$ cat config.mk
export PLATFORM = sky130hd
export DESIGN_NAME = cnt_read_filter
export DESIGN_NICKNAME = d
export VERILOG_FILES = /design/src/rtl/crf_pkg.sv /design/src/rtl/crf_sample_judge.sv /design/src/rtl/crf_try_ctr.sv /design/src/rtl/crf_remain_calc.sv /design/src/rtl/cnt_read_filter.sv
export SDC_FILE = /design/constraint.sdc
export NUM_CORES = 1
export LEC_CHECK = 0
export ABC_AREA = 1
export CORE_UTILIZATION = 45
export DETAILED_ROUTE_END_ITERATION = 7
export PLACE_DENSITY = 0.87
export SLEW_MARGIN = 10
export SYNTH_ARGS = -nofsm -noshare
export SYNTH_HDL_FRONTEND = slang
export SYNTH_SLANG_ARGS = --single-unit
export TNS_END_PERCENT = 50
$ cat constraint.sdc
create_clock -name clk -period 2.6 [get_ports clk]
set_clock_uncertainty 0.15 [all_clocks]
set_input_delay 0.52 -clock clk [delete_from_list [all_inputs] [get_ports clk]]
set_output_delay 0.52 -clock clk [all_outputs]
set_load 0.05 [all_outputs]
$ cat src/rtl/crf_pkg.sv
package crf_pkg;

   typedef enum logic {
      CRF_IDLE = 1'b0,
      CRF_BUSY = 1'b1
   } crf_state_e;

   // Width of a counter of retries able to hold the value n-1
   function automatic int crf_cnt_w(input int n);
      return (n <= 2) ? 1 : $clog2(n);
   endfunction

endpackage

$ cat src/rtl/crf_sample_judge.sv
module crf_sample_judge #(
   parameter int CNT_W   = 64,
   parameter int FIELD_W = 10
) (
   input  logic [CNT_W-1:0] sample,
   output logic             unsafe
);
   logic [FIELD_W-1:0] low_field;

   assign low_field = sample[FIELD_W-1:0];

   // All-zero or all-one low field: a carry may be in flight above it
   assign unsafe = (&low_field) | ~(|low_field);

endmodule

$ cat src/rtl/crf_try_ctr.sv
module crf_try_ctr
   import crf_pkg::*;
#(
   parameter int MAX_TRIES = 150
) (
   input  logic clk,
   input  logic rst_n,
   input  logic clr,
   input  logic inc,
   output logic last
);
   localparam int TW = crf_cnt_w(MAX_TRIES);
   localparam logic [TW-1:0] LAST_IDX = TW'(MAX_TRIES - 1);

   logic [TW-1:0] rejected;

   always_ff @(posedge clk) begin
      if (!rst_n || clr) begin
         rejected <= '0;
      end else if (inc) begin
         rejected <= rejected + 1'b1;
      end
   end

   // The sample being taken now is the final one allowed
   assign last = (rejected == LAST_IDX);

endmodule

$ cat src/rtl/crf_remain_calc.sv
module crf_remain_calc #(
   parameter int CNT_W     = 64,
   parameter int REM_W     = 32,
   parameter bit REMAIN_EN = 1'b1
) (
   input  logic [CNT_W-1:0] cmp_val,
   input  logic [CNT_W-1:0] count,
   output logic [REM_W-1:0] remain
);
   generate
      if (REMAIN_EN) begin : g_calc
         logic [CNT_W-1:0] diff;
         assign diff   = cmp_val - count;
         assign remain = diff[REM_W-1:0];
      end else begin : g_none
         assign remain = '0;
      end
   endgenerate

endmodule

$ cat src/rtl/cnt_read_filter.sv
module cnt_read_filter
   import crf_pkg::*;
#(
   parameter int CNT_W     = 64,
   parameter int FIELD_W   = 10,
   parameter int MAX_TRIES = 150,
   parameter int REM_W     = 32,
   parameter bit REMAIN_EN = 1'b1
) (
   input  logic             clk,
   input  logic             rst_n,
   input  logic             rd_req,
   input  logic [63:0]      cnt_in,
   input  logic [63:0]      cmp_val,
   output logic             rd_done,
   output logic [63:0]      rd_data,
   output logic [31:0]      rd_remain,
   output logic             rd_gaveup,
   output logic             rd_busy,
   output logic             warn,
   output logic             warn_first
);
   generate
      if (CNT_W != 64 || REM_W != 32) begin : g_bad_width
         $error("cnt_read_filter: port widths fixed at 64/32");
      end
      if (FIELD_W < 1 || FIELD_W >= CNT_W) begin : g_bad_field
         $error("cnt_read_filter: FIELD_W out of range");
      end
      if (MAX_TRIES < 2) begin : g_bad_tries
         $error("cnt_read_filter: MAX_TRIES must be at least 2");
      end
   endgenerate

   crf_state_e       state_q;
   logic             unsafe;
   logic             last;
   logic             take;
   logic             accept;
   logic [REM_W-1:0] remain_d;

   crf_sample_judge #(
      .CNT_W   (CNT_W),
      .FIELD_W (FIELD_W)
   ) u_judge (
      .sample (cnt_in),
      .unsafe (unsafe)
   );

   crf_try_ctr #(
      .MAX_TRIES (MAX_TRIES)
   ) u_tries (
      .clk   (clk),
      .rst_n (rst_n),
      .clr   (accept),
      .inc   (take && !accept),
      .last  (last)
   );

   crf_remain_calc #(
      .CNT_W     (CNT_W),
      .REM_W     (REM_W),
      .REMAIN_EN (REMAIN_EN)
   ) u_remain (
      .cmp_val (cmp_val),
      .count   (cnt_in),
      .remain  (remain_d)
   );

   assign take   = (state_q == CRF_BUSY) || rd_req;
   assign accept = take && (!unsafe || last);

   always_ff @(posedge clk) begin
      if (!rst_n) begin
         state_q    <= CRF_IDLE;
         rd_done    <= 1'b0;
         rd_data    <= '0;
         rd_remain  <= '0;
         rd_gaveup  <= 1'b0;
         warn       <= 1'b0;
         warn_first <= 1'b0;
      end else begin
         rd_done    <= accept;
         warn_first <= accept && unsafe && !warn;
         if (accept) begin
            state_q   <= CRF_IDLE;
            rd_data   <= cnt_in;
            rd_remain <= remain_d;
            rd_gaveup <= unsafe;
            if (unsafe) begin
               warn <= 1'b1;
            end
         end else if (take) begin
            state_q <= CRF_BUSY;
         end
      end
   end

   assign rd_busy = (state_q == CRF_BUSY);

endmodule

**Yosys cells after proc, flatten, opt, wreduce, memory -nomap -nowiden**

Cells that the tools add are included.

- Equal/unequal tests: 1
- Reductions and logical operators: 15
- Bitwise logic cells: 3
- Add/sub/neg operators: 2

Operators with widths:

| operator | number |
|---|---|
| 32-bit subtractor | 1 |
| 10-bit AND reduction | 1 |
| 10-bit OR reduction | 1 |
| 8-bit by 1-bit adder with 8-bit output, second input constant | 1 |
| 8-bit equality test, second input constant | 1 |
| 1-bit logical AND | 4 |
| 1-bit zero test | 4 |
| 1-bit logical OR | 3 |
| 1-bit inverter | 2 |
| 2-bit AND reduction | 1 |
| 2-bit OR reduction | 1 |
| 1-bit OR | 1 |

- Bits in registers: 109
- Output and inout bits: 101
- Logic and storage cells: 29

**Longest topological paths before layout**

Gate-level depths: netlist (run 1).

- Depth in word-level cells: 8
- Mapped depth: 15
- Depth with buffers taken out: 15

**By module**

A second synthesis (run 1) with hierarchy kept.

- Cell total of the unflattened synthesis: 1067
- Area total of the unflattened synthesis: 6796.5 um^2

Modules (own cells, without submodules):

| module | cells each | area each (um^2) | instances |
|---|---|---|---|
| cnt_read_filter | 459 | 3818.7 | 1 |
| crf_remain_calc | 535 | 2518.7 | 1 |
| crf_try_ctr | 55 | 382.9 | 1 |
| crf_sample_judge | 18 | 76.3 | 1 |

**Worst setup path after synthesis (run 1)**

OpenSTA, ideal clock, no wires.

- Path type: input-to-reg
- Start: in cmp_val[0]
- End: reg rd_remain[28]
- Cell stages on the path: 13
- Path slack: 0.487 ns
- Data required time: 2.337 ns
- Buffers on the path: 0
- Arrival time: 1.850 ns
- Path through: inv_1 > ha_1 > fa_1 > inv_1 > nand3_1 > nand3_1 > nand3_1 > nand3_1 > nand2_1 > nand2_1 > nand2_1 > nand3_1 > nand2_1

- Cells in the longest elaborated chain, start to end: 1

RTL lines:

| element | line | RTL |
|---|---|---|
| from (decl) | cnt_read_filter.sv:14 | `input logic [63:0] cmp_val,` |
| 32-bit subtractor | crf_remain_calc.sv:13 | `assign diff = cmp_val - count;` |
| to (signal assigned) | cnt_read_filter.sv:88 | `rd_remain <= remain_d;` |
| to (decl) | cnt_read_filter.sv:17 | `output logic [31:0] rd_remain,` |

Every way passes these cells.
A chain may end at the register's enable or synchronous reset.

**Worst setup path in the final report (run 1)**

Same ends and word-level chain as after synthesis.

==> flow_metrics.tcl, run 1 <==
set metrics [dict create \
    numPortBuffers 199 \
    synth_common_cells "451 x nand2_1, 153 x inv_1, 109 x dfxtp_1" \
    antenna_found_initial 0 \
    avgRoutedWirePerCell_um 12.2 \
    clock_path_buffers 2 \
    cts.sinks 109 \
    end_kind "flip-flop" \
    rr_startpoint "u_tries.rejected[2]$_SDFFE_PP0P_" \
    track_usage 0.249 \
    cts_hold_buffers 0 \
    holdPathStages 1 \
    max-slew-margin-rel 0.620 \
    drt_iter0_markers 333 \
    start_kind "primary input" \
    die_x_um 119 \
    holdPathEnd "warn_first$_SDFF_PN0_" \
    synthFlopType "dfxtp_1" \
    crit_start "cmp_val[0]" \
    hold_path_class "reg2reg" \
    hold_ws_ns 0.287 \
    slowest_delay_ns 0.45 \
    post-synth-top-count-cell "nand2_1" \
    reg2reg_to "rd_data[59]$_SDFFE_PN0P_" \
    setup-violations-final 0 \
    synth_cell_types 26 \
    syn_area_um2 6140 \
    power_leakage_nw 4.58 \
    die_h_um 119 \
    ir_drop_uv 304 \
    multiInputGateArea_um2 3270 \
    diodes 0 \
    synth_async_sr_flop_share 0 \
    clk_pin_slew_ns 0.08 \
    min_period_ns 2.48 \
    tightest_slew_ns 0.568 \
    routed_wl_um 17200 \
    synth_nets 1157 \
    run_status "finished clean" \
    drt.antenna.violating_nets 0 \
    syn_to_final_growth_pct 45.6 \
    synth_edf_count 0 \
    path_buf_inv 3 \
    critical_path.max_fanout 4 \
    grt_pass1_wl_um 28500 \
    synthCells 992 \
    htree_levels 3 \
    synth_top_cell_by_area "dfxtp_1" \
    cts_made_buffers 9 \
    arrival_ns 2.58 \
    dieArea_um2 14100 \
    viasPerCell 4.76 \
    fill_cells 1183 \
    worstPathCellList "clkdlybuf4s50_1 > inv_1 > ha_1 > fa_1 > inv_1 > nand3_1 > nand3_1 > nand3_1 > nand3_2 > nand2_1 > nand2_1 > nand2_1 > nand3_1 > nand2_1" \
    clkLatencyLatePin_ns 0.36 \
    ys_seq_elements 109 \
    critPathRequiredTime_ns 2.71 \
    place_hpwl_um 13500 \
    yosysSeqAreaShare 0.355 \
    r2r_cells 9 \
    p_per_area_nw_per_um2 526 \
    dr.pass1.iters 5 \
    grt_pass1_vias 6320 \
    slew_viol_final 0 \
    gp_congestion 0.902 \
    max_freq_mhz 404 \
    critPathKind "in2reg" \
    seqCellArea_um2 2180 \
    fin_tns_setup_ns 0 \
    reg2reg_slack_ns 0.61 \
    min_from "warn$_SDFFE_PN0P_" \
    cts_tree "done" \
    fin_util 0.673 \
    finalCritPeriodShare 0.952 \
    ioPinCount 232 \
    overflow 0 \
    core_area_um2 13300 \
    initial_core_util 0.462 \
    slowest_stage "clkdlybuf4s50_1" \
    synth_top_area_frac 0.355 \
    drc 0 \
    num_vias 6719 \
    postSynthAreaPerCell_um2 6.19 \
    rows 42 \
    yosysWarnings 0 \
    post-cts-setup-buffer-count 0 \
    rsz0062_at_grt "false" \
    final_nets 1395 \
    synthTopCellsByArea "dfxtp_1 36%, nand2_1 28%, inv_1 9.3%, ha_1 6.7%, nand3_1 4.0%" \
    hold_viol 0 \
    clockRootBuffer "clkbuf_16" \
    grt_start_max_net_pins 37 \
    cap_viol_max_count 0 \
    layout-drive-gt1-share 0.0615 \
    crit_family "simple AND/OR/NAND/NOR gates" \
]
-- state kept, by name, indices dropped and copies added (netlist names) --
register and cells:
rd_done 1, warn_first 1, rd_gaveup 1, u_tries.rejected 8
rd_remain 32, warn 1, rd_busy 1, rd_data 64
-- cell usage in the layout, fill, tap and decap left out, drive strengths merged --
cell type,count
a21o,1
a21oi,26
and2,1
buf,49
clkbuf,10
clkdlybuf4s50,199
clkinv,1
dfxtp,109
fa,1
ha,33
inv,162
nand2,452
nand3,49
nand3b,5
nand4,6
nor2,62
nor3,8
nor4,1
o21ai,40
o21bai,3
or2,3
xnor2,6
xor2,8
-- how the worst max path moves through the flow --
stage          slack (ns)  cells past startpoint                          to
6_report             0.12                     14  rd_remain[28]$_SDFFE_PN0P_
5_1_grt              0.02                     14  rd_remain[21]$_SDFFE_PN0P_
4_1_cts              0.10                     14  rd_remain[28]$_SDFFE_PN0P_
3_5_place_dp        -0.29                     14  rd_remain[28]$_SDFFE_PN0P_
3_3_place_gp        -0.22                     14  rd_remain[28]$_SDFFE_PN0P_
2_1_floorplan        0.49                     13  rd_remain[28]$_SDFFE_PN0P_
-- cell families after synthesis --
kind of cell               synth area share
AOI/OAI and AO/OA                    0.0605
buffers and inverters                 0.115
adders and majority gates            0.0705
DFF                                   0.355
xor gates and xnor gates             0.0200
and+or+nand+nor                       0.379
-- per-stage QoR --
stage               power, mW  setup slack, ns  cell area, um2  cells
floorplan                2.79            0.487            6140    992
global placement         3.37           -0.221            8660   1395
detailed placement       3.40           -0.285            8660   1395
CTS                      4.74            0.100            8940   1411
global route             4.96           0.0231            8950   1411
finish                   4.71            0.124            8950   1411
-- report_power, final --
part / total (mW) / leakage [nW] / internal (mW) / switching (mW)
clock network: 1.34 / 0.140 / 0.671 / 0.667
logic: 1.53 / 3.54 / 0.603 / 0.928
registers: 1.84 / 0.898 / 1.78 / 0.0587
-- layout make-up --
class	instances	share of cell area
sequential	109	0.244
timing repair buffer	248	0.269
clock buffer	10	0.0256
tap	176	0.0246
multi-input combinational	705	0.365
inverter	157	0.0659
clock inverter	6	0.00573
-- metal layers --
layer,share of wire,vias up,routed length (um),global-route usage
met5,0,-,0,0
met4,0.023,0,400,0.104
met3,0.055,29,947,0.0359
met2,0.50,224,8600,0.457
met1,0.42,2982,7250,0.288
li1,-,3484,-,-
-- what timing repair did --
item / 4_1_cts / 5_1_grt
endpoints found under the setup margin: 0 / 2
endpoints found under the hold margin: 0 / 0
gates resized for setup: 0 / 1
Power figures use the tool's default switching activity.
==> run 2: changes to the inputs <==
CTS_CLUSTER_SIZE = 16   (was unset)
SETUP_SLACK_MARGIN = 0.3   (was unset)
==> flow_metrics.tcl, run 2 (synthesized netlist as in run 1, its figures left out) <==
set metrics [dict create \
    finalCritPeriodShare 0.891 \
    critPathRequiredTime_ns 2.76 \
    tightest_slew_ns 0.585 \
    rsz0062_at_grt "true" \
    numPortBuffers 199 \
    grt_pass1_wl_um 28900 \
    clockRootBuffer "clkbuf_16" \
    use_met1 0.288 \
    setup-violations-final 0 \
    diodes 0 \
    use_met3 0.0364 \
    htree_levels 3 \
    grt-busiest-layer "met2" \
    place_ws_ns -0.285 \
    min_period_ns 2.32 \
    clk_pin_slew_ns 0.08 \
    hold_viol 0 \
    ioPinCount 232 \
    cts.sinks 109 \
    hold_path_class "reg2reg" \
    fin_util 0.712 \
    cap_viol_max_count 0 \
    cts_hold_buffers 0 \
    slew_viol_final 0 \
    initial_core_util 0.462 \
    overflow 0 \
    grt_start_max_net_pins 35 \
    largest-register "rd_data" \
    layout-drive-gt1-share 0.123 \
    ir_drop_uv 313 \
    use_met2 0.470 \
    rows 42 \
    power_leakage_nw 4.69 \
    grt_pass1_vias 6405 \
    reg_top3 "rd_data (64), rd_remain (32), u_tries.rejected (8)" \
    final_cell_mix "435 x nand2_1, 198 x clkdlybuf4s50_1, 146 x inv_1, 109 x dfxtp_1, 48 x nor2_1" \
    end_kind "flip-flop" \
    num_vias 6928 \
    fill_cells 1079 \
    viasPerCell 4.89 \
    cts_tree "done" \
    drt.antenna.violating_nets 0 \
    dr.pass1.iters 5 \
    gp_congestion 0.902 \
    critical_path.max_fanout 3 \
    routed_wl_um 19100 \
    clkLatencyLatePin_ns 0.36 \
    max_freq_mhz 432 \
    max-slew-margin-rel 0.609 \
    core_area_um2 13300 \
    avgRoutedWirePerCell_um 13.5 \
    final_common_cell "nand2_1" \
    drt_iter0_markers 362 \
    layout_setup_ws_ns 0.283 \
    dieArea_um2 14100 \
    antenna_found_initial 0 \
    cts_made_buffers 9 \
    run_status "finished clean" \
    p_per_area_nw_per_um2 514 \
    syn_to_final_growth_pct 54.0 \
    start_kind "primary input" \
    hold_ws_ns 0.285 \
    die_h_um 119 \
    die_x_um 119 \
    critPathKind "in2reg" \
    place_hpwl_um 13500 \
    track_usage 0.254 \
    clock_path_buffers 2 \
    drc 0 \
    final_nets 1402 \
    arrival_ns 2.48 \
    largest_reg_flops 64 \
]
## run 2: changes by cell type in the layout (fill, tap and decap cells not counted), moves of 7 or more
cell     change
nor2_1      -14
nor2_2      +13
inv_2        +7
nand3_2      +8
inv_1        -7
nand2_2     +13
nand2_1     -16
ha_1        -16
ha_4        +15
nand3_1      -8
## run 2: final cells by class
type / count / area (um2) / area share
Tap cell: 176 / 220 / 0.0233
Inverter: 157 / 589 / 0.0623
Sequential cell: 109 / 2180 / 0.231
Clock buffer: 10 / 229 / 0.0242
Multi-Input combinational cell: 705 / 3630 / 0.384
Timing Repair Buffer: 255 / 2560 / 0.270
Clock inverter: 6 / 51.3 / 0.00542
## run 2: power by group
part / leakage [nW] / switching, mW / total [mW] / internal, mW
clock network: 0.140 / 0.676 / 1.35 / 0.670
registers: 0.898 / 0.0584 / 1.84 / 1.78
logic: 3.65 / 1.00 / 1.68 / 0.676
total: 4.69 / 1.73 / 4.86 / 3.13
## run 2: what timing repair did
action	4_1_cts	5_1_grt
buffers inserted	4	0
setup endpoints to repair	18	105
pin swaps	1	12
gates resized for setup	8	76
cloned	1	2
## run 2: layer usage
layer / up-vias / routed length, um
li1: 3502 / -
met1: 3108 / 7690
met2: 264 / 9730
met3: 54 / 1050
met4: 0 / 657
met5: - / 0
## run 2: critical path, stage by stage
cell and delay, ns:
clkdlybuf4s50_1 0.48, ha_4 0.21, fa_2 0.38, inv_2 0.11, nand3_2 0.09, nand3_2 0.11
nand2_1 0.08, nand2_2 0.12, nand3_1 0.08, nand2_1 0.09, nor2_1 0.04, nor2_1 0.08
nand2_1 0.05, nand2_1 0.05
## run 2: worst paths after layout
path / start / endpoint / slack (ns) / cells past startpoint
worst max-delay path: cnt_in[0] / rd_remain[16]$_SDFFE_PN0P_ / 0.28 / 14
worst min-delay path: warn$_SDFFE_PN0P_ / warn_first$_SDFF_PN0_ / 0.29 / 1
worst max register to register: u_tries.rejected[2]$_SDFFE_PP0P_ / rd_data[59]$_SDFFE_PN0P_ / 0.65 / 9
worst min register to register: warn$_SDFFE_PN0P_ / warn_first$_SDFF_PN0_ / 0.29 / 1
## run 2: per-stage QoR
stage | cell area (um2) | std cells | TNS, ns | power [mW]
after floorplan | 6140 | 992 | 0 | 2.79
after global placement | 8660 | 1395 | -1.35 | 3.37
after detailed placement | 8660 | 1395 | -2.62 | 3.40
after CTS | 9050 | 1416 | 0 | 4.76
after global routing | 9470 | 1418 | 0 | 5.10
final | 9470 | 1418 | 0 | 4.86
==> run 3: changes to the inputs <==
SETUP_SLACK_MARGIN = unset   (was 0.3)
==> results of run 3 <==
No change in the layout: final DEF, timing and power equal those of run 1.
